<file path="config.mk">
export PLATFORM = sky130hd
export DESIGN_NAME = gpio_pwm_port
export DESIGN_NICKNAME = d
export VERILOG_FILES = /design/src/rtl/gpio_pkg.sv /design/src/rtl/gpio_pin_sync.sv /design/src/rtl/gpio_port_regs.sv /design/src/rtl/gpio_pin_drive.sv /design/src/rtl/gpio_pwm_port.sv
export SDC_FILE = /design/constraint.sdc
export NUM_CORES = 1
export LEC_CHECK = 0
export ABC_AREA = 1
export ABC_CLOCK_PERIOD_IN_PS = 900
export BUFFER_PORTS_ARGS = -buffer_cell sky130_fd_sc_hd__buf_2
export CORE_MARGIN = 2
export CORE_UTILIZATION = 48
export CTS_CLUSTER_SIZE = 8
export DETAILED_ROUTE_END_ITERATION = 6
export PLACE_DENSITY = 0.76
export SLEW_MARGIN = 10
export SYNTH_ARGS = -nofsm -noshare
export SYNTH_HDL_FRONTEND = slang
export SYNTH_HIERARCHICAL = 1
export SYNTH_SLANG_ARGS = --single-unit
</file>
<file path="constraint.sdc">
create_clock -name clk -period 0.9 [get_ports clk]
set_input_delay 0.045 -clock clk [delete_from_list [all_inputs] [get_ports clk]]
set_output_delay 0.045 -clock clk [all_outputs]
set_load 0.01 [all_outputs]
</file>
<file path="src/rtl/gpio_pkg.sv">
package gpio_pkg;

  typedef enum logic [1:0] {
    SEL_NONE = 2'd0,
    SEL_DATA = 2'd1,
    SEL_DIR  = 2'd2,
    SEL_PWM  = 2'd3
  } reg_sel_e;

endpackage

</file>
<file path="src/rtl/gpio_pin_sync.sv">
module gpio_pin_sync #(
  parameter int WIDTH  = 8,
  parameter int STAGES = 2
) (
  input  logic             clk,
  input  logic             rst,
  input  logic [WIDTH-1:0] async_in,
  output logic [WIDTH-1:0] sync_out
);

  localparam int LAST = STAGES - 1;

  logic [STAGES-1:0][WIDTH-1:0] chain_q;

  always_ff @(posedge clk) begin
    if (rst) chain_q[0] <= '0;
    else     chain_q[0] <= async_in;
  end

  generate
    for (genvar s = 1; s < STAGES; s++) begin : g_stage
      always_ff @(posedge clk) begin
        if (rst) chain_q[s] <= '0;
        else     chain_q[s] <= chain_q[s-1];
      end
    end
  endgenerate

  assign sync_out = chain_q[LAST];

endmodule

</file>
<file path="src/rtl/gpio_port_regs.sv">
module gpio_port_regs
  import gpio_pkg::*;
#(
  parameter int              WIDTH     = 8,
  parameter int              ADDR_W    = 8,
  parameter logic [ADDR_W-1:0] DATA_ADDR = 8'h01,
  parameter logic [ADDR_W-1:0] DIR_ADDR  = 8'h05,
  parameter logic [ADDR_W-1:0] PWM_ADDR  = 8'h28
) (
  input  logic              clk,
  input  logic              rst,
  input  logic [ADDR_W-1:0] addr,
  input  logic              we,
  input  logic [WIDTH-1:0]  wdata,
  input  logic [WIDTH-1:0]  pins_sync,
  output logic [WIDTH-1:0]  rdata,
  output logic [WIDTH-1:0]  dir_q,
  output logic [WIDTH-1:0]  lat_q,
  output logic [WIDTH-1:0]  pwm_q
);

  reg_sel_e sel;

  always_comb begin
    if (addr == DATA_ADDR)     sel = SEL_DATA;
    else if (addr == DIR_ADDR) sel = SEL_DIR;
    else if (addr == PWM_ADDR) sel = SEL_PWM;
    else                       sel = SEL_NONE;
  end

  always_ff @(posedge clk) begin
    if (rst) begin
      dir_q <= '0;
      lat_q <= '0;
      pwm_q <= '0;
    end else if (we) begin
      case (sel)
        SEL_DATA: lat_q <= wdata;
        SEL_DIR:  dir_q <= wdata;
        SEL_PWM:  pwm_q <= wdata;
        default:  ;
      endcase
    end
  end

  always_comb begin
    case (sel)
      SEL_DATA: rdata = (dir_q & lat_q) | (~dir_q & pins_sync);
      SEL_DIR:  rdata = dir_q;
      SEL_PWM:  rdata = pwm_q;
      default:  rdata = '0;
    endcase
  end

  // registers hold whenever the strobe is low
  assert_hold_without_write_R11: assert property (@(posedge clk) disable iff (rst)
    !we |=> ($stable(dir_q) && $stable(lat_q) && $stable(pwm_q)));

  // writes outside the map leave every register alone
  assert_unmapped_write_R10: assert property (@(posedge clk) disable iff (rst)
    (we && sel == SEL_NONE) |=> ($stable(dir_q) && $stable(lat_q) && $stable(pwm_q)));

  // a takeover write lands on the next edge
  assert_pwm_write_R3: assert property (@(posedge clk) disable iff (rst)
    (we && sel == SEL_PWM) |=> (pwm_q == $past(wdata)));

endmodule

</file>
<file path="src/rtl/gpio_pin_drive.sv">
module gpio_pin_drive #(
  parameter int WIDTH = 8
) (
  input  logic             clk,
  input  logic             rst,
  input  logic [WIDTH-1:0] dir_q,
  input  logic [WIDTH-1:0] lat_q,
  input  logic [WIDTH-1:0] pwm_q,
  input  logic [WIDTH-1:0] pwm_in,
  output logic [WIDTH-1:0] pin_out,
  output logic [WIDTH-1:0] pin_oe
);

  generate
    for (genvar i = 0; i < WIDTH; i++) begin : g_pin
      logic drive_nxt;
      logic oe_nxt;

      always_comb begin
        if (pwm_q[i]) begin
          oe_nxt    = 1'b1;
          drive_nxt = pwm_in[i];
        end else begin
          oe_nxt    = dir_q[i];
          drive_nxt = dir_q[i] & lat_q[i];
        end
      end

      always_ff @(posedge clk) begin
        if (rst) begin
          pin_oe[i]  <= 1'b0;
          pin_out[i] <= 1'b0;
        end else begin
          pin_oe[i]  <= oe_nxt;
          pin_out[i] <= drive_nxt;
        end
      end

      // takeover forces the pin on and passes the generator through
      assert_pwm_owns_pin_R7: assert property (@(posedge clk) disable iff (rst)
        pwm_q[i] |=> (pin_oe[i] && pin_out[i] == $past(pwm_in[i])));

      // an input pin without takeover is released and driven low
      assert_input_released_R6: assert property (@(posedge clk) disable iff (rst)
        (!pwm_q[i] && !dir_q[i]) |=> (!pin_oe[i] && !pin_out[i]));
    end
  endgenerate

endmodule

</file>
<file path="src/rtl/gpio_pwm_port.sv">
module gpio_pwm_port #(
  parameter int                WIDTH       = 8,
  parameter int                ADDR_W      = 8,
  parameter int                SYNC_STAGES = 2,
  parameter logic [ADDR_W-1:0] DATA_ADDR   = 8'h01,
  parameter logic [ADDR_W-1:0] DIR_ADDR    = 8'h05,
  parameter logic [ADDR_W-1:0] PWM_ADDR    = 8'h28
) (
  input  logic              clk,
  input  logic              rst,
  input  logic [ADDR_W-1:0] bus_addr,
  input  logic              bus_we,
  input  logic [WIDTH-1:0]  bus_wdata,
  output logic [WIDTH-1:0]  bus_rdata,
  input  logic [WIDTH-1:0]  pin_in,
  input  logic [WIDTH-1:0]  pwm_in,
  output logic [WIDTH-1:0]  pin_out,
  output logic [WIDTH-1:0]  pin_oe
);

  logic [WIDTH-1:0] pins_sync;
  logic [WIDTH-1:0] dir_q;
  logic [WIDTH-1:0] lat_q;
  logic [WIDTH-1:0] pwm_q;

  gpio_pin_sync #(
    .WIDTH  (WIDTH),
    .STAGES (SYNC_STAGES)
  ) u_sync (
    .clk      (clk),
    .rst      (rst),
    .async_in (pin_in),
    .sync_out (pins_sync)
  );

  gpio_port_regs #(
    .WIDTH     (WIDTH),
    .ADDR_W    (ADDR_W),
    .DATA_ADDR (DATA_ADDR),
    .DIR_ADDR  (DIR_ADDR),
    .PWM_ADDR  (PWM_ADDR)
  ) u_regs (
    .clk       (clk),
    .rst       (rst),
    .addr      (bus_addr),
    .we        (bus_we),
    .wdata     (bus_wdata),
    .pins_sync (pins_sync),
    .rdata     (bus_rdata),
    .dir_q     (dir_q),
    .lat_q     (lat_q),
    .pwm_q     (pwm_q)
  );

  gpio_pin_drive #(
    .WIDTH (WIDTH)
  ) u_drive (
    .clk     (clk),
    .rst     (rst),
    .dir_q   (dir_q),
    .lat_q   (lat_q),
    .pwm_q   (pwm_q),
    .pwm_in  (pwm_in),
    .pin_out (pin_out),
    .pin_oe  (pin_oe)
  );

endmodule

</file>
# Word level (Yosys, flattened, before mapping)
# Cells that the tools add are included.
word_totals:
  in_bits: 35
  ff_bits: 56
classes:
  n_mux: 20
  n_bitwise: 12
  n_eq_ne: 6
  reduce_logical: 3
ops:
  columns: ["cell", "count"]
  rows:
  - ["$pmux W8 S3", 1]
  - ["$and A8 B8 Y8", 2]
  - ["$mux W1", 16]
  - ["$and A1 B1 Y1", 8]
  - ["$eq A8 B1 Y1 const B", 1]
  - ["$eq A8 B3 Y1 const B", 1]
  - ["$eq A8 B6 Y1 const B", 1]
  - ["$not A8 Y8", 1]
  - ["$or A8 B8 Y8", 1]
  - ["$mux W2", 3]
  - ["$reduce_and A2 Y1", 3]
  - ["$eq A2 B2 Y1 const B", 2]
  - ["$eq A2 B1 Y1 const B", 1]

# Logic depth before layout (Yosys ltp)
# Gate-level depths: netlist (run 1).
logic_depth:
  depth_word: 6
  depth_mapped: 8
  depth_no_buf: 8

# Hierarchy
# Netlist (run 1), hierarchy kept.
modules_own_cells:
  columns: ["module", "instances", "seq_area_each_um2", "cells_each", "area_each_um2"]
  rows:
  - ["gpio_port_regs", 1, 480.5, 198, 1372.6]
  - ["gpio_pin_drive", 1, 320.3, 74, 555.5]
  - ["gpio_pin_sync", 1, 320.3, 58, 534.3]

# Least setup slack after synthesis (run 1)
# Ideal clock, no wire load.
synth_timing:
  path_kind: "flip-flop to output port"
  startpoint: "register u_regs.dir_q[2]"
  endpoint: "output bus_rdata[2]"
  stages_incl_launch_ff: 7
  required_time_ps: 855
  slack_ps: -33
  arrival_time_ps: 888
  path_buffers: 0
  cell_sequence: "dfxtp_1 -> inv_1 -> or2_2 -> nand3_1 -> nand2_1 -> nand2_1 -> a21oi_2"
synth_via:
  elab_chain_cells: 4
synth_lines:
  columns: ["item", "line", "rtl"]
  rows:
  - ["from (decl)", "gpio_port_regs.sv:17", "output logic [WIDTH-1:0] dir_q,"]
  - ["from (signal assigned)", "gpio_port_regs.sv:39", "SEL_DIR: dir_q <= wdata;"]
  - ["$not A8 Y8", "gpio_port_regs.sv:48", "SEL_DATA: rdata = (dir_q & lat_q) | (~dir_q & pins_sync);"]
  - ["$and A8 B8 Y8", "gpio_port_regs.sv:48", null]
  - ["$or A8 B8 Y8", "gpio_port_regs.sv:48", null]
  - ["$pmux W8 S3 *", "gpio_port_regs.sv:47", "case (sel)"]
  - ["to (decl)", "gpio_pwm_port.sv:14", "output logic [WIDTH-1:0] bus_rdata,"]
# Every way passes the cells marked *; elsewhere a longest branch is shown, timed or not.

# Worst setup path in the final report (run 1)
# Same ends and word-level chain as after synthesis.

==> results.yml, run 1 <==
worst_setup_path:
  rrSetupSlack_ps: 50
  max_stage_delay_ps: 340
  path_cells: "inv_2 > or2_4 > nand3_2 > nand2_1 > nand2_1 > a21oi_2 > buf_2"
  critical_path_class: "reg2out"
  arrival_ps: 1250
  r2r_cells: 4
  critPathCaptureType: "output port"
  required_ps: 850
  crit_path_max_fanout: 2
  cpMostUsedCell: "nand2_1"
  crit_slowest_cell: "dfxtp_2"
  critPathLaunchType: "register"
global_routing:
  grt_max_degree: 25
  grt_pass1_wl_um: 8970
  antenna_found_initial: 0
  use_met3_pct: 4.894
  overflow: 0
  grt.total_usage_pct: 20.88
  grt_pass1_vias: 2059
  top_usage_layer: "met2"
  globalRouteMet2Util_pct: 36.52
  use_met1_pct: 25.18
cts:
  cts_buffers: 5
  clk_pin_slew_ps: 90
  clk_latency_ps: 310
  root_buffer: "clkbuf_8"
  cts_tree: "yes"
  cts.sinks: 56
  cts_max_level: 2
  cts_buffer_depth: 2
die:
  die_area_um2: 5719
  row_count: 26
  initial_core_util_pct: 48.83
  dieHeight_um: 75.63
  chipWidth_um: 75.63
  core_um2: 5042
  ioPinCount: 59
placed_design:
  dp_cells: 458
  dp_hpwl_um: 3735
  port_buffers: 58
  gp_congestion: 0.8410
power:
  p_sw_share_pct: 24.13
  seq_power_share_pct: 59.2
  p_clk_share_pct: 32.2
  pwr-share-comb_pct: 8.6
  p_leak_nw: 1.606
  ir_drop_mv: 0.7780
  pwr_density_cell_nw_per_um2: 1342
  p_sw_mw: 1.030
  p_int_mw: 3.237
run_status:
  violations: "negative hold slack, negative setup slack"
  status: "finished with violations"
cells_and_area:
  layout-drive-gt1-share_pct: 36.12
  final_nets: 452
  layout_common_cells: "nand2_1 (61), buf_2 (58), nor2_1 (54), dfxtp_1 (44), inv_1 (39)"
  fin_cells: 488
  utilization_pct: 63.08
  area_growth_syn_to_layout_pct: 29.17
  antenna_cells: 0
  final_common_cell: "nand2_1"
timing:
  hold_viol_final: 1
  slew_headroom_pct: 84.28
  finalCritPeriodShare_pct: 144.3
  finalHoldWorstSlack_ps: -0.2120
  worst-slew-pin-transition_ps: 234.9
  fmax_ghz: 0.7700
  postLayoutSetupSlackWorst_ps: -398.8
  rsz0062_at_grt: "true"
  finClkSkew_ps: 3.963
  period_needed_ps: 1299
  drv_slew: 0
  finalSetupViolCount: 8
synthesis:
  synth_warnings: 6
  async_reset_ff_share_pct: 0
  synth_top_area_share_pct: 45.53
  synthCells: 330
  yosysSeqAreaShare_pct: 45.53
  synth_edf_count: 0
  syn_nets: 365
  yosysTopAreaCell: "dfxtp_1"
  synth-seq-cells: 56
  ys_top_cells_by_area: "dfxtp_1 (46%), nand2_1 (10%), nor2_1 (8.2%), inv_1 (7.2%), a21oi_1 (4.9%)"
  synth.avg_cell_area_um2: 7.462
  synth_area_um2: 2462
  synth.distinct_cells: 26
  ys.flop_type: "dfxtp_1"
routing:
  wl_um: 5348
  drt_iter0_markers: 129
  ant_nets: 0
  vias_per_cell: 4.510
  drt-pass1-iter-count: 4
  wl_per_cell_um: 10.96
  drc_errors: 0
  vias: 2201
flow_run:
  drv_cap: 0
hold_path:
  hp-class: "in2reg"
  holdPathStages: 3
-- power groups by stage --
stage          Combinational (mW)  Sequential, mW  Clock (mW)
6_report                    0.369            2.53        1.37
5_1_grt                     0.416            2.53        1.51
4_1_cts                     0.365            2.53        1.41
3_5_place_dp                0.322            2.58           0
3_3_place_gp                0.315            2.58           0
2_1_floorplan               0.209            2.58           0
-- final timing paths --
kind | start | endpoint
worst min register to register | u_sync/chain_q[1] | u_sync/sync_out[1]
worst max register to register | u_regs/dir_q[1] | u_drive/pin_out[1]
worst max-delay path | u_regs/dir_q[2] | bus_rdata[2]
worst min-delay path | bus_wdata[2] | u_regs/lat_q[2]
-- cell type report --
cell class | instances | area, µm²
fill | 465 | 1862
sequential | 56 | 1136
multi-input combinational | 204 | 1012
timing repair buffer | 98 | 658.1
inverter | 52 | 197.7
tap | 70 | 87.58
clock buffer | 6 | 72.57
clock inverter | 2 | 16.27
-- cell usage after synthesis (6+ instances only) --
cell,n
buf_4,8
dfxtp_1,56
nand3_1,11
o21ai_1,10
o21ai_0,6
nor2_2,12
nor2_1,54
inv_1,47
o211ai_1,7
buf_6,6
nand2_1,66
a21oi_1,24
-- registers in the layout, indices dropped and copies added, names as in the netlist --
name             flops
u_regs/dir_q         8
u_drive/pin_out      8
u_regs/pwm_q         8
u_sync/sync_out      8
u_regs/lat_q         8
u_drive/pin_oe       8
u_sync/chain_q       8
-- what timing repair did --
item | CTS | global route
hold buffers | 12 | 0
buffers inserted | 9 | 1
endpoints found under the setup margin | 8 | 9
resized for setup | 15 | 10
pin swaps | 10 | 6
endpoints found under the hold margin | 12 | 0
-- logic make-up after synthesis --
kind of cell	Yosys count	synth area share (%)
simple gates	156	29.52
compound gates	48	10.62
buf+inv	70	14.33
flops	56	45.53
-- critical path, delay by kind of cell, from the launching register on --
family                 cells  cell delay [ps]
buffers and inverters      2              160
and+or+nand+nor            4              390
DFF                        1              340
AOI/OAI and AO/OA          1               50
-- per-stage QoR --
stage               setup slack, ps  setup TNS, ps  power, mW  cell area (µm²)
floorplan                     32.79              0      2.789             2466
global placement             -168.6          -3341      2.896             2861
global route                 -464.9          -2999      4.453             3181
detailed placement           -229.5          -4893      2.905             2861
CTS                          -415.8          -2341      4.304             3152
finish                       -398.8          -2360      4.267             3181
-- layer usage --
| metal | vias to the layer above | wire [µm] |
|---|---|---|
| met2 | 67 | 2606 |
| met3 | 8 | 313 |
| li1 | 1171 | - |
| met5 | - | 0 |
| met1 | 955 | 2362 |
| met4 | 0 | 65 |
Note: power is estimated with default switching activity, not from simulation.
==> run 2, diff against run 1 <==
ABC_CLOCK_PERIOD_IN_PS = 1260   (was 900)
CORE_UTILIZATION = 50   (was 48)
PLACE_DENSITY = 0.75   (was 0.76)
REMOVE_ABC_BUFFERS = 1   (was default)
clock period = 1.26 ns   (was 0.9 ns; I/O delays follow)
==> results.yml, run 2 (synthesized netlist as in run 1, its figures left out) <==
run_status:
  status: "finished with violations"
  violations: "negative setup slack"
worst_setup_path:
  required_ps: 1200
  cp_top_family: "simple AND/OR/NAND/NOR gates"
  cpMostUsedCell: "nand2_1"
  critical_path_class: "reg2out"
  cp_num_cells: 7
  crit_slowest_cell: "dfxtp_2"
  critPathLaunchType: "register"
  r2r_cells: 3
  critPathCaptureType: "output port"
  r2r_start: "u_regs/dir_q[2]"
  crit_buf_inv: 2
  crit_path_max_fanout: 2
  max_stage_delay_ps: 350
  path_cells: "inv_2 > or2_4 > nand3_2 > nand2_1 > nand2_1 > a21oi_2 > buf_2"
  arrival_ps: 1280
  critPathLaunch: "u_regs/dir_q[2]"
routing:
  drc_errors: 0
  wl_per_cell_um: 10.80
  wl_um: 5044
  vias: 2133
  vias_per_cell: 4.567
  drt-pass1-iter-count: 4
  drt_iter0_markers: 92
  ant_nets: 0
hold_path:
  hp-class: "in2reg"
  worstHoldStart: "bus_wdata[7]"
  holdPathStages: 3
placed_design:
  dp_cells: 442
  gp_congestion: 0.7861
  port_buffers: 58
  place_area_um2: 2731
  dp_hpwl_um: 3360
timing:
  slew_headroom_pct: 79.68
  worst-slew-pin-transition_ps: 304.4
  finalCritPeriodShare_pct: 106.7
  drv_slew: 0
  finClkSkew_ps: 4.886
  finalSetupViolCount: 1
  hold_viol_final: 0
  postLayoutSetupSlackWorst_ps: -84.89
  period_needed_ps: 1345
  rsz0062_at_grt: "true"
  fmax_ghz: 0.7436
global_routing:
  grt_pass1_wl_um: 8273
  antenna_found_initial: 0
  overflow: 0
  grt.total_usage_pct: 19.69
  grt_pass1_vias: 1935
  grt_max_degree: 25
cts:
  root_buffer: "clkbuf_8"
  clk_pin_slew_ps: 90
  cts_buffers: 5
  cts_max_level: 2
  cts_tree: "yes"
  cts.sinks: 56
  cts_buffer_depth: 2
  clk_latency_ps: 310
cells_and_area:
  layout-drive-gt1-share_pct: 32.75
  layout_common_cells: "nand2_1 (65), buf_2 (58), nor2_1 (54), dfxtp_1 (45), inv_1 (39)"
  area_growth_syn_to_layout_pct: 21.70
  final_common_cell: "nand2_1"
  fillers: 425
  multi_input_area_um2: 998.5
  regArea_um2: 1135
  fin_cells: 467
  antenna_cells: 0
  fin_area_um2: 2997
  final_nets: 434
power:
  p_leak_nw: 1.513
  pwr_density_cell_nw_per_um2: 1020
  ir_drop_mv: 0.5898
die:
  ioPinCount: 59
  core_um2: 4723
  chipWidth_um: 74.18
  dieHeight_um: 74.18
  row_count: 25
  initial_core_util_pct: 52.13
  die_area_um2: 5502
flow_run:
  drv_cap: 0
-- run 2: changes by cell type in the layout (fill, tap and decap cells not counted) --
cell | previous run | this run
buf_4 | 25 | 13
dlygate4sd3_1 | 12 | 8
nand2_1 | 61 | 65
nand2_2 | 8 | 4
buf_12 | 3 | 1
a21oi_1 | 23 | 24
a21oi_2 | 2 | 1
clkbuf_8 | 5 | 6
clkinv_4 | 1 | 0
dfxtp_1 | 44 | 45
dfxtp_2 | 12 | 11
-- run 2: path summary, 6_finish.rpt --
path,endpoint,slack [ps]
hold reg to reg,u_sync/sync_out[6],410
setup reg to reg,u_drive/pin_out[2],510
hold / removal,u_regs/lat_q[7],9
setup / recovery,bus_rdata[2],-80
-- run 2: what timing repair did --
item                       CTS  global route
pin swaps                    1             4
setup endpoints to repair    2             8
buffers inserted             2             7
hold endpoints to repair     8             0
hold buffers                 8             0
gates resized for setup      5            17
-- run 2: final cells by class --
| type | count | share of cell area [%] |
|---|---|---|
| Clock buffer | 7 | 2.881 |
| Inverter | 52 | 6.597 |
| Multi-Input combinational cell | 204 | 33.32 |
| Sequential cell | 56 | 37.87 |
| Tap cell | 67 | 2.797 |
| Timing Repair Buffer | 80 | 16.28 |
| Clock inverter | 1 | 0.2505 |
-- run 2: through the flow --
stage	power, mW	setup slack [ps]	hold WS [ps]	setup TNS, ps	utilization (%)
final	3.055	-84.89	9.417	-84.89	63.44
after floorplan	1.946	184.3	129.9	0	-
after detailed placement	2.062	78.41	270.8	0	57.83
after CTS	3.083	-90.91	3.941	-90.91	62.04
after global routing	3.171	-140.3	32.92	-206.2	63.44
after global placement	2.058	114.4	262.6	0	57.83
-- run 2: worst reg2reg max path: cells and delay by family (launching register included) --
kind | cells | cell delay (ps)
DFF | 1 | 340
buffers and inverters | 1 | 130
and+or+nand+nor | 1 | 60
AOI/OAI and AO/OA | 1 | 130
-- run 2: power by group --
group | leakage [nW] | total, mW | internal, mW | switching [mW]
clock network | 0.0445 | 1.01 | 0.448 | 0.567
logic | 1.01 | 0.238 | 0.103 | 0.135
registers | 0.460 | 1.80 | 1.79 | 0.00801
total | 1.51 | 3.06 | 2.35 | 0.710
-- run 2: routing by layer --
metal | GRT usage (%) | vias to the layer above | wire [µm]
li1 | - | 1141 | -
met5 | 0 | - | 0
met1 | 24.64 | 931 | 2360
met3 | 3.523 | 9 | 211
met4 | 9.293 | 0 | 99
met2 | 32.94 | 52 | 2372
==> run 3, diff against run 2 <==
CTS_CLUSTER_SIZE = 24   (was 8)
SKIP_CTS_REPAIR_TIMING = 1   (was default)
==> results.yml, run 3 (synthesized netlist as in run 1, its figures left out) <==
global_routing:
  overflow: 0
  globalRouteMet2Util_pct: 32.14
  use_met3_pct: 3.388
  use_met1_pct: 24.30
  grt_max_degree: 25
  top_usage_layer: "met2"
  grt_pass1_vias: 1878
  grt_pass1_wl_um: 8086
  grt.total_usage_pct: 19.27
  antenna_found_initial: 0
placed_design:
  dp_hpwl_um: 3360
  place_ws_ps: 78.41
  gp_congestion: 0.7861
  dp_cells: 442
  place_area_um2: 2731
  port_buffers: 58
routing:
  drc_errors: 0
  vias_per_cell: 4.557
  ant_nets: 0
  drt-pass1-iter-count: 4
  drt_iter0_markers: 121
  wl_um: 5012
  wl_per_cell_um: 10.73
  vias: 2128
flow_run:
  drv_cap: 0
timing:
  finalHoldWorstSlack_ps: 21.44
  drv_slew: 0
  tns_ps: -82.37
  rsz0062_at_grt: "true"
  finalCritPeriodShare_pct: 106.5
  hold_viol_final: 0
  postLayoutSetupSlackWorst_ps: -82.37
  fmax_ghz: 0.7450
  worst-slew-pin-transition_ps: 310.9
  period_needed_ps: 1342
  finClkSkew_ps: 6.027
  finalSetupViolCount: 1
  slew_headroom_pct: 79.25
cells_and_area:
  fin_cells: 467
  antenna_cells: 0
  final_common_cell: "nand2_1"
  utilization_pct: 63.44
  fin_area_um2: 2997
  final_nets: 434
  area_growth_syn_to_layout_pct: 21.70
  layout_common_cells: "nand2_1 (65), buf_2 (58), nor2_1 (54), dfxtp_1 (45), inv_1 (39)"
  layout-drive-gt1-share_pct: 32.75
run_status:
  status: "finished with violations"
  violations: "negative setup slack"
die:
  ioPinCount: 59
  initial_core_util_pct: 52.13
  die_area_um2: 5502
  dieHeight_um: 74.18
  core_um2: 4723
  chipWidth_um: 74.18
  row_count: 25
worst_setup_path:
  arrival_ps: 1280
  crit_buf_inv: 2
  required_ps: 1200
  rrSetupSlack_ps: 510
  cp_top_family: "simple AND/OR/NAND/NOR gates"
  cpMostUsedCell: "nand2_1"
  critical_path_class: "reg2out"
  crit_path_max_fanout: 3
  crit_slowest_cell: "dfxtp_2"
  r2r_start: "u_regs/dir_q[7]"
  critPathLaunchType: "register"
  max_stage_delay_ps: 350
  r2r_cells: 3
  path_cells: "inv_2 > or2_4 > nand3_2 > nand2_1 > nand2_1 > a21oi_2 > buf_2"
  critPathCaptureType: "output port"
  rr_endpoint: "u_drive/pin_out[7]"
hold_path:
  hp-class: "in2reg"
  hold_end: "u_regs/lat_q[1]"
  worstHoldStart: "bus_wdata[1]"
  holdPathStages: 3
cts:
  clk_latency_ps: 310
  cts.sinks: 56
  cts_buffers: 5
  cts_max_level: 2
  root_buffer: "clkbuf_8"
  cts_tree: "yes"
  cts_buffer_depth: 2
  clk_pin_slew_ps: 100
power:
  total_power_mw: 3.051
  pwr_density_cell_nw_per_um2: 1018
  ir_drop_mv: 0.6052
  p_leak_nw: 1.513
run 3: cell counts in the layout (fill, tap and decap cells not counted):
No cell type changed its count.
run 3: layout make-up:
cell class | count | area, µm²
Fill cell | 431 | 1727
Sequential cell | 56 | 1135
Multi-Input combinational cell | 204 | 998.5
Timing Repair Buffer | 80 | 488.0
Inverter | 52 | 197.7
Clock buffer | 7 | 86.33
Tap cell | 67 | 83.83
Clock inverter | 1 | 7.507
run 3: worst register-to-register path, cell delays in order (launching register included):
cell     delay, ps
dfxtp_2        350
buf_4          130
a21oi_1        120
nor2_1          50
run 3: power by group:
group / internal [mW] / total, mW / switching [mW]
Sequential: 1.79 / 1.80 / 0.00800
Combinational: 0.103 / 0.238 / 0.135
Clock: 0.448 / 1.01 / 0.563
run 3: per-layer routing:
metal / up-vias / wire [µm]
met2: 70 / 2362
met3: 2 / 274
met1: 923 / 2346
met5: - / 0
li1: 1133 / -
met4: 0 / 27
run 3: worst max path at each step:
stage	from	end	slack, ps	depth (start not counted)
floorplan	bus_addr[6]	u_regs/pwm_q[0]	180	6
global placement	u_regs/dir_q[2]	bus_rdata[2]	110	7
detailed placement	bus_addr[4]	u_regs/dir_q[7]	80	7
CTS	u_regs/dir_q[2]	bus_rdata[2]	-240	7
global route	u_regs/dir_q[2]	bus_rdata[2]	-150	7
finish	u_regs/dir_q[2]	bus_rdata[2]	-80	7
